## src/rtl/fpm_pkg.sv

```systemverilog
package fpm_pkg;
  localparam int EXP_W  = 8;
  localparam int FRAC_W = 23;
  localparam int SIG_W  = FRAC_W + 1;
  localparam int PROD_W = 2 * SIG_W;
  localparam int WORD_W = 1 + EXP_W + FRAC_W;
  localparam int ESUM_W = EXP_W + 3;
  localparam int LZ_W   = $clog2(PROD_W + 1);
  localparam int BIAS   = (1 << (EXP_W - 1)) - 1;
  localparam int EXP_MX = (1 << EXP_W) - 1;

  localparam logic signed [ESUM_W-1:0] BIAS_S = ESUM_W'(BIAS);
  localparam logic signed [ESUM_W-1:0] ETOP_S = ESUM_W'(EXP_MX);
  localparam logic signed [ESUM_W-1:0] ONE_S  = ESUM_W'(1);

  localparam logic [WORD_W-1:0] QNAN_WORD =
    {1'b0, {EXP_W{1'b1}}, 1'b1, {(FRAC_W-1){1'b0}}};

  typedef enum logic [1:0] {
    RM_NEAR_EVEN = 2'd0,
    RM_TO_ZERO   = 2'd1,
    RM_TO_POS    = 2'd2,
    RM_TO_NEG    = 2'd3
  } rmode_e;

  // per-operand classification
  typedef struct packed {
    logic              sign;
    logic              is_nan;
    logic              is_inf;
    logic              is_zero;
    logic [EXP_W-1:0]  eff_exp;
    logic [SIG_W-1:0]  sig;
  } opnd_t;

  // control that travels with an operation down the pipe
  typedef struct packed {
    logic                     sign;
    logic                     nan;
    logic                     inv;
    logic                     inf;
    logic                     zero;
    logic signed [ESUM_W-1:0] esum;
    rmode_e                   mode;
  } opctl_t;

  function automatic opnd_t classify(input logic [WORD_W-1:0] w);
    opnd_t o;
    logic [EXP_W-1:0]  e;
    logic [FRAC_W-1:0] f;
    e = w[WORD_W-2 -: EXP_W];
    f = w[FRAC_W-1:0];
    o.sign    = w[WORD_W-1];
    o.is_nan  = (e == EXP_W'(EXP_MX)) && (f != '0);
    o.is_inf  = (e == EXP_W'(EXP_MX)) && (f == '0);
    o.is_zero = (e == '0) && (f == '0);
    o.eff_exp = (e == '0) ? EXP_W'(1) : e;
    o.sig     = {(e != '0), f};
    return o;
  endfunction

  // biased exponent of the product whose significand has its units bit at PROD_W-2
  function automatic logic signed [ESUM_W-1:0] exp_sum(input logic [EXP_W-1:0] ea,
                                                       input logic [EXP_W-1:0] eb);
    logic signed [ESUM_W-1:0] xa, xb;
    xa = ESUM_W'(ea);
    xb = ESUM_W'(eb);
    return xa + xb - BIAS_S;
  endfunction

  function automatic logic [LZ_W-1:0] lead_zeros(input logic [PROD_W-1:0] p);
    logic [LZ_W-1:0] n;
    n = LZ_W'(PROD_W);
    for (int i = 0; i < PROD_W; i++) begin
      if (p[i]) n = LZ_W'(PROD_W - 1 - i);
    end
    return n;
  endfunction

  function automatic logic round_up(input logic lsb, input logic g, input logic r,
                                    input logic s, input logic sign, input rmode_e m);
    logic inexact;
    inexact = g | r | s;
    case (m)
      RM_NEAR_EVEN: return g & (r | s | lsb);
      RM_TO_ZERO:   return 1'b0;
      RM_TO_POS:    return inexact & ~sign;
      default:      return inexact & sign;
    endcase
  endfunction

  function automatic logic ovf_to_inf(input logic sign, input rmode_e m);
    return (m == RM_NEAR_EVEN) || (m == RM_TO_POS && !sign) || (m == RM_TO_NEG && sign);
  endfunction
endpackage

```

## src/rtl/fpm_unpack.sv

```systemverilog
module fpm_unpack
  import fpm_pkg::*;
(
  input  logic              clk,
  input  logic              rst_n,
  input  logic              in_valid,
  input  logic [WORD_W-1:0] op_a,
  input  logic [WORD_W-1:0] op_b,
  input  rmode_e            mode,
  output logic              s1_valid,
  output opctl_t            s1_ctl,
  output logic [SIG_W-1:0]  s1_sig_a,
  output logic [SIG_W-1:0]  s1_sig_b
);
  localparam int N_OPS = 2;

  logic [WORD_W-1:0] ops [N_OPS];
  opnd_t             cls [N_OPS];
  opctl_t            ctl_d;

  assign ops[0] = op_a;
  assign ops[1] = op_b;

  generate
    for (genvar gi = 0; gi < N_OPS; gi++) begin : g_cls
      assign cls[gi] = classify(ops[gi]);
    end
  endgenerate

  always_comb begin
    ctl_d      = '0;
    ctl_d.sign = cls[0].sign ^ cls[1].sign;
    ctl_d.nan  = cls[0].is_nan | cls[1].is_nan;
    ctl_d.inv  = !ctl_d.nan && ((cls[0].is_inf && cls[1].is_zero) ||
                                (cls[0].is_zero && cls[1].is_inf));
    ctl_d.inf  = !ctl_d.nan && !ctl_d.inv && (cls[0].is_inf | cls[1].is_inf);
    ctl_d.zero = !ctl_d.nan && !ctl_d.inv && (cls[0].is_zero | cls[1].is_zero);
    ctl_d.esum = exp_sum(cls[0].eff_exp, cls[1].eff_exp);
    ctl_d.mode = mode;
  end

  always_ff @(posedge clk or negedge rst_n) begin
    if (!rst_n) begin
      s1_valid <= 1'b0;
      s1_ctl   <= '0;
      s1_sig_a <= '0;
      s1_sig_b <= '0;
    end else begin
      s1_valid <= in_valid;
      if (in_valid) begin
        s1_ctl   <= ctl_d;
        s1_sig_a <= cls[0].sig;
        s1_sig_b <= cls[1].sig;
      end
    end
  end
endmodule

```

## src/rtl/fpm_sigmul.sv

```systemverilog
module fpm_sigmul
  import fpm_pkg::*;
(
  input  logic              clk,
  input  logic              rst_n,
  input  logic              s1_valid,
  input  opctl_t            s1_ctl,
  input  logic [SIG_W-1:0]  s1_sig_a,
  input  logic [SIG_W-1:0]  s1_sig_b,
  output logic              s2_valid,
  output opctl_t            s2_ctl,
  output logic [PROD_W-1:0] s2_prod
);
  logic [PROD_W-1:0] prod_d;

  assign prod_d = PROD_W'(s1_sig_a) * PROD_W'(s1_sig_b);

  always_ff @(posedge clk or negedge rst_n) begin
    if (!rst_n) begin
      s2_valid <= 1'b0;
      s2_ctl   <= '0;
      s2_prod  <= '0;
    end else begin
      s2_valid <= s1_valid;
      if (s1_valid) begin
        s2_ctl  <= s1_ctl;
        s2_prod <= prod_d;
      end
    end
  end
endmodule

```

## src/rtl/fpm_round_pack.sv

```systemverilog
module fpm_round_pack
  import fpm_pkg::*;
(
  input  opctl_t            ctl,
  input  logic [PROD_W-1:0] prod,
  output logic [WORD_W-1:0] res_word,
  output logic              ovf_evt,
  output logic              unf_evt,
  output logic              inv_evt,
  output logic              nan_evt
);
  localparam int KEEP_LO = PROD_W - SIG_W;

  logic [LZ_W-1:0]          lz;
  logic signed [ESUM_W-1:0] lz_s, e_norm, e_fin;
  logic [PROD_W-1:0]        shifted;
  logic [SIG_W-1:0]         kept;
  logic                     g_bit, r_bit, s_bit, inc;
  logic [SIG_W:0]           sum;
  logic [SIG_W-1:0]         mant;
  logic                     finite_nz;

  always_comb begin
    lz      = lead_zeros(prod);
    lz_s    = ESUM_W'(lz);
    shifted = prod << lz;
    e_norm  = ctl.esum + ONE_S - lz_s;
    kept    = shifted[PROD_W-1 -: SIG_W];
    g_bit   = shifted[KEEP_LO-1];
    r_bit   = shifted[KEEP_LO-2];
    s_bit   = |shifted[KEEP_LO-3:0];
    inc     = round_up(kept[0], g_bit, r_bit, s_bit, ctl.sign, ctl.mode);
    sum     = {1'b0, kept} + (SIG_W+1)'(inc);
    if (sum[SIG_W]) begin
      mant  = sum[SIG_W:1];
      e_fin = e_norm + ONE_S;
    end else begin
      mant  = sum[SIG_W-1:0];
      e_fin = e_norm;
    end
  end

  assign finite_nz = !ctl.nan && !ctl.inv && !ctl.inf && !ctl.zero;
  assign nan_evt   = ctl.nan;
  assign inv_evt   = ctl.inv;
  assign ovf_evt   = finite_nz && (e_fin >= ETOP_S);
  assign unf_evt   = finite_nz && (e_fin[ESUM_W-1] || e_fin == '0);

  always_comb begin
    if (ctl.nan || ctl.inv) begin
      res_word = QNAN_WORD;
    end else if (ctl.inf) begin
      res_word = {ctl.sign, {EXP_W{1'b1}}, {FRAC_W{1'b0}}};
    end else if (ctl.zero || unf_evt) begin
      res_word = {ctl.sign, {(WORD_W-1){1'b0}}};
    end else if (ovf_evt) begin
      if (ovf_to_inf(ctl.sign, ctl.mode))
        res_word = {ctl.sign, {EXP_W{1'b1}}, {FRAC_W{1'b0}}};
      else
        res_word = {ctl.sign, {(EXP_W-1){1'b1}}, 1'b0, {FRAC_W{1'b1}}};
    end else begin
      res_word = {ctl.sign, e_fin[EXP_W-1:0], mant[FRAC_W-1:0]};
    end
  end
endmodule

```

## src/rtl/fp32_mul_core.sv

```systemverilog
module fp32_mul_core
  import fpm_pkg::*;
(
  input  logic        clk,
  input  logic        rst_n,
  input  logic        in_valid,
  input  logic [31:0] op_a,
  input  logic [31:0] op_b,
  input  logic [1:0]  rnd_mode,
  output logic        out_valid,
  output logic [31:0] result,
  output logic        flag_ovf,
  output logic        flag_unf,
  output logic        flag_inv
);
  logic              s1_valid, s2_valid;
  opctl_t            s1_ctl, s2_ctl;
  logic [SIG_W-1:0]  s1_sig_a, s1_sig_b;
  logic [PROD_W-1:0] s2_prod;
  logic [WORD_W-1:0] res_word;
  logic              ovf_evt, unf_evt, inv_evt, nan_evt;

  fpm_unpack u_unpack (
    .clk      (clk),
    .rst_n    (rst_n),
    .in_valid (in_valid),
    .op_a     (op_a),
    .op_b     (op_b),
    .mode     (rmode_e'(rnd_mode)),
    .s1_valid (s1_valid),
    .s1_ctl   (s1_ctl),
    .s1_sig_a (s1_sig_a),
    .s1_sig_b (s1_sig_b)
  );

  fpm_sigmul u_sigmul (
    .clk      (clk),
    .rst_n    (rst_n),
    .s1_valid (s1_valid),
    .s1_ctl   (s1_ctl),
    .s1_sig_a (s1_sig_a),
    .s1_sig_b (s1_sig_b),
    .s2_valid (s2_valid),
    .s2_ctl   (s2_ctl),
    .s2_prod  (s2_prod)
  );

  fpm_round_pack u_round (
    .ctl      (s2_ctl),
    .prod     (s2_prod),
    .res_word (res_word),
    .ovf_evt  (ovf_evt),
    .unf_evt  (unf_evt),
    .inv_evt  (inv_evt),
    .nan_evt  (nan_evt)
  );

  always_ff @(posedge clk or negedge rst_n) begin
    if (!rst_n) begin
      out_valid <= 1'b0;
      result    <= '0;
      flag_ovf  <= 1'b0;
      flag_unf  <= 1'b0;
      flag_inv  <= 1'b0;
    end else begin
      out_valid <= s2_valid;
      result    <= s2_valid ? res_word : '0;
      flag_ovf  <= s2_valid & ovf_evt;
      flag_unf  <= s2_valid & unf_evt;
      flag_inv  <= s2_valid & inv_evt;
    end
  end
endmodule

```

## config.mk

```make
export PLATFORM = sky130hd
export DESIGN_NAME = fp32_mul_core
export DESIGN_NICKNAME = d
export VERILOG_FILES = /design/src/rtl/fpm_pkg.sv /design/src/rtl/fpm_unpack.sv /design/src/rtl/fpm_sigmul.sv /design/src/rtl/fpm_round_pack.sv /design/src/rtl/fp32_mul_core.sv
export SDC_FILE = /design/constraint.sdc
export NUM_CORES = 2
export LEC_CHECK = 0
export BUFFER_PORTS_ARGS = -buffer_cell sky130_fd_sc_hd__buf_2
export CORE_UTILIZATION = 41
export CTS_CLUSTER_SIZE = 24
export DETAILED_ROUTE_END_ITERATION = 16
export GPL_TIMING_DRIVEN = 0
export PLACE_DENSITY = 0.62
export RECOVER_POWER = 100
export SKIP_LAST_GASP = 1
export SYNTH_ARGS = -nofsm -noshare
export SYNTH_HDL_FRONTEND = slang
export SYNTH_HIERARCHICAL = 1
export SYNTH_SLANG_ARGS = --single-unit
export TNS_END_PERCENT = 30
```

## constraint.sdc

```tcl
create_clock -name clk -period 6.4 [get_ports clk]
set_input_delay 0.32 -clock clk [delete_from_list [all_inputs] [get_ports clk]]
set_output_delay 0.32 -clock clk [all_outputs]
set_load 0.01 [all_outputs]
```

==> results.sh <==
export IMPL_hold_violations=0
export IMPL_stdcell_count=5056
export IMPL_critPathArrivalTime_ps=7280
export IMPL_cts_tree="yes"
export IMPL_slowest_delay_ps=650
export IMPL_rsz0062_at_grt="true"
export IMPL_slowest_stage="fa_2"
export IMPL_crit_chain="clkbuf_16 -> nand2_1 -> fa_1 -> inv_1 -> fa_1 -> inv_2 -> fa_2 -> fa_1 -> inv_1 -> fa_2 -> fa_1 -> fa_2 -> ha_4 -> buf_8 -> a21oi_4 -> o21a_1 -> a21o_1 -> a2111oi_4 -> buf_4 -> buf_4 -> o21ai_4 -> nand2_1 -> xor2_1 -> mux2_2"
export IMPL_drt_iter0_markers=2754
export IMPL_endpoint="u_sigmul/s2_prod[39]$_DFFE_PN0P_"
export IMPL_syn_inst=3689
export IMPL_clockBufferDepth=2
export IMPL_antenna_found_initial=3
export IMPL_grt_total_usage_pct=31.0
export IMPL_wl_per_cell_um=24.1
export IMPL_critical_path_class="flop to flop"
export IMPL_nets=4764
export IMPL_drive_gt1_share_pct=23.6
export IMPL_critPathCaptureType="flop"
export IMPL_reg2reg_from="u_unpack/s1_sig_a[16]$_DFFE_PN0P_"
export IMPL_hold_ws_ps=47.9
export IMPL_post_route_min_period_ps=6890
export IMPL_htree_levels=4
export IMPL_path_common_cell="fa_1"
export IMPL_gp_congestion=1.02
export IMPL_grt_pass1_wl_mm=182
export IMPL_fin_area_mm2=0.0389
export IMPL_ff2ff_path_depth=24
export IMPL_max_freq_mhz=145
export IMPL_crit_path_start="u_unpack/s1_sig_a[16]$_DFFE_PN0P_"
export IMPL_grt_pass1_vias=29200
export IMPL_core_area_mm2=0.0776
export IMPL_dp_hpwl_mm=94.5
export IMPL_regToRegSetupSlack_ps=-490
export IMPL_viasPerCell=5.73
export IMPL_clk_latency_ps=520
export IMPL_start_util_pct=41.6
export IMPL_vias=29000
export IMPL_die_w_um=282
export IMPL_wl_mm=122
export IMPL_period_share_pct=108
export IMPL_synthToLayoutAreaGrowth_pct=20.7
export IMPL_diodes=0
export IMPL_status="finished with violations"
export IMPL_crit_buf_inv=7
export IMPL_violations="capacitance limit, slew limit, setup timing"
export IMPL_maxCapViolCount=1
export IMPL_crit_family="adder cells"
export IMPL_grt_max_degree=107
export IMPL_cts_made_buffers=17
export IMPL_clock_skew_ps=19.8
export IMPL_pre_cts_slack_ps=-1770
export IMPL_cts_root_buf="clkbuf_16"
export IMPL_path_max_fanout=4
export IMPL_yosysWarningCount=6
export IMPL_placed_area_mm2=0.0341
export IMPL_io_pins=105
export IMPL_dieArea_mm2=0.0798
export IMPL_first_pass_iters=6
export IMPL_finalMaxSlewViolations=106
export IMPL_worst_path_stages=24
export IMPL_fp_dieH_um=282
export IMPL_finalSetupViolations=56
export IMPL_clock_sinks=169
export IMPL_fin_ws_ps=-490
export IMPL_hold_path_class="input pin to flop"
export IMPL_ant_nets=0
export IMPL_core_rowCount=102
export IMPL_path_clk_slew_ps=80
export IMPL_fillers=7378
export IMPL_start_kind="flop"
export IMPL_slew_headroom_pct=-223
export IMPL_worstPathRequired_ps=6800
export IMPL_drc=0
export IMPL_placedCellCount=4834
export IMPL_io_buffers=104
export IMPL_syn_area_per_cell_um2=8.74
export IMPL_synth_nets=4450
export IMPL_grt_ovfl_total=0
export IMPL_worst_slew_pin_slew_ps=4850
export IMPL_r2r_end="u_sigmul/s2_prod[39]$_DFFE_PN0P_"
export IMPL_synth_area_mm2=0.0322
[stage by stage]
stage / TNS, ps / utilization, %
after global placement: -88020 / 43.9
after detailed placement: -87590 / 44.0
after CTS: -7650 / 48.9
final: -10420 / 50.2
after global routing: -29880 / 50.2
after floorplan: 0 / -
[cells in the final DEF (no fill, tap or decap), drive strengths merged, types with 111 or more instances in the layout]
cell type  count
buf          346
nor2         156
clkbuf       187
and2         347
fa           484
nand2        431
dfrtp        169
mux2         111
ha           208
a21oi        155
inv          607
[layout make-up]
| type | instances | area (um^2) | share of cell area, % |
|---|---|---|---|
| plain buffers | 211 | 1980 | 5.10 |
| clock inverters | 14 | 151 | 0.389 |
| inverters | 601 | 2260 | 5.81 |
| well taps | 1040 | 1300 | 3.34 |
| repair buffers | 307 | 2230 | 5.73 |
| flip-flops and latches | 169 | 4310 | 11.1 |
| multi-input cells | 2696 | 26200 | 67.4 |
| clock buffers | 18 | 439 | 1.13 |
[state kept, by name, indices dropped and copies added (netlist names)]
name and count:
u_unpack/s1_valid 1, u_sigmul/s2_valid 1, u_sigmul/s2_ctl 18, out_valid 1, result 32, u_unpack/s1_sig_a 24, flag_ovf 1, u_sigmul/s2_prod 48
u_unpack/s1_ctl 17, flag_inv 1, flag_unf 1, u_unpack/s1_sig_b 24
[worst min-delay path by stage]
stage / start / to / slack (ps) / depth (start not counted)
5_1_grt: rnd_mode[0] / u_unpack/s1_ctl[0]$_DFFE_PN0P_ / 30 / 2
2_1_floorplan: rst_n / flag_inv$_DFF_PN0_ / 20 / 0
3_5_place_dp: u_unpack/s1_valid$_DFF_PN0_ / u_sigmul/s2_valid$_DFF_PN0_ / 360 / 0
3_3_place_gp: u_unpack/s1_valid$_DFF_PN0_ / u_sigmul/s2_valid$_DFF_PN0_ / 360 / 0
4_1_cts: rnd_mode[0] / u_unpack/s1_ctl[0]$_DFFE_PN0P_ / 10 / 2
6_report: rnd_mode[0] / u_unpack/s1_ctl[0]$_DFFE_PN0P_ / 50 / 2
[worst reg2reg max path: stages (launching register included)]
cell       delay [ps]
dfrtp_2           490
clkbuf_16         190
nand2_1            80
fa_1              550
inv_1              70
fa_1              610
inv_2              60
fa_2              390
fa_1              540
inv_1              60
fa_2              570
fa_1              430
fa_2              650
ha_4              230
buf_8             120
a21oi_4           210
o21a_1            200
a21o_1            210
a2111oi_4          50
buf_4             170
buf_4             140
o21ai_4           220
nand2_1           100
xor2_1            150
mux2_2            270
[what timing repair did]
item,CTS,global route
pin swaps,86,101
resized for setup,571,161
setup buffers,146,48
setup endpoints to repair,68,66
hold buffers,2,0
cloned,3,3
hold endpoints to repair,106,0
[metal layers]
layer  vias up  GRT usage, %  part of all wire [%]
met1     14500          39.7                    40
li1      12600             -                     -
met4         0          17.0                   6.2
met3       337          6.19                   8.9
met5         -             0                     0
met2      1523          49.1                    45
Power is left out: the tool's default activity adds up to more than one toggle a clock period on the data nets, which glitch-free logic cannot reach.
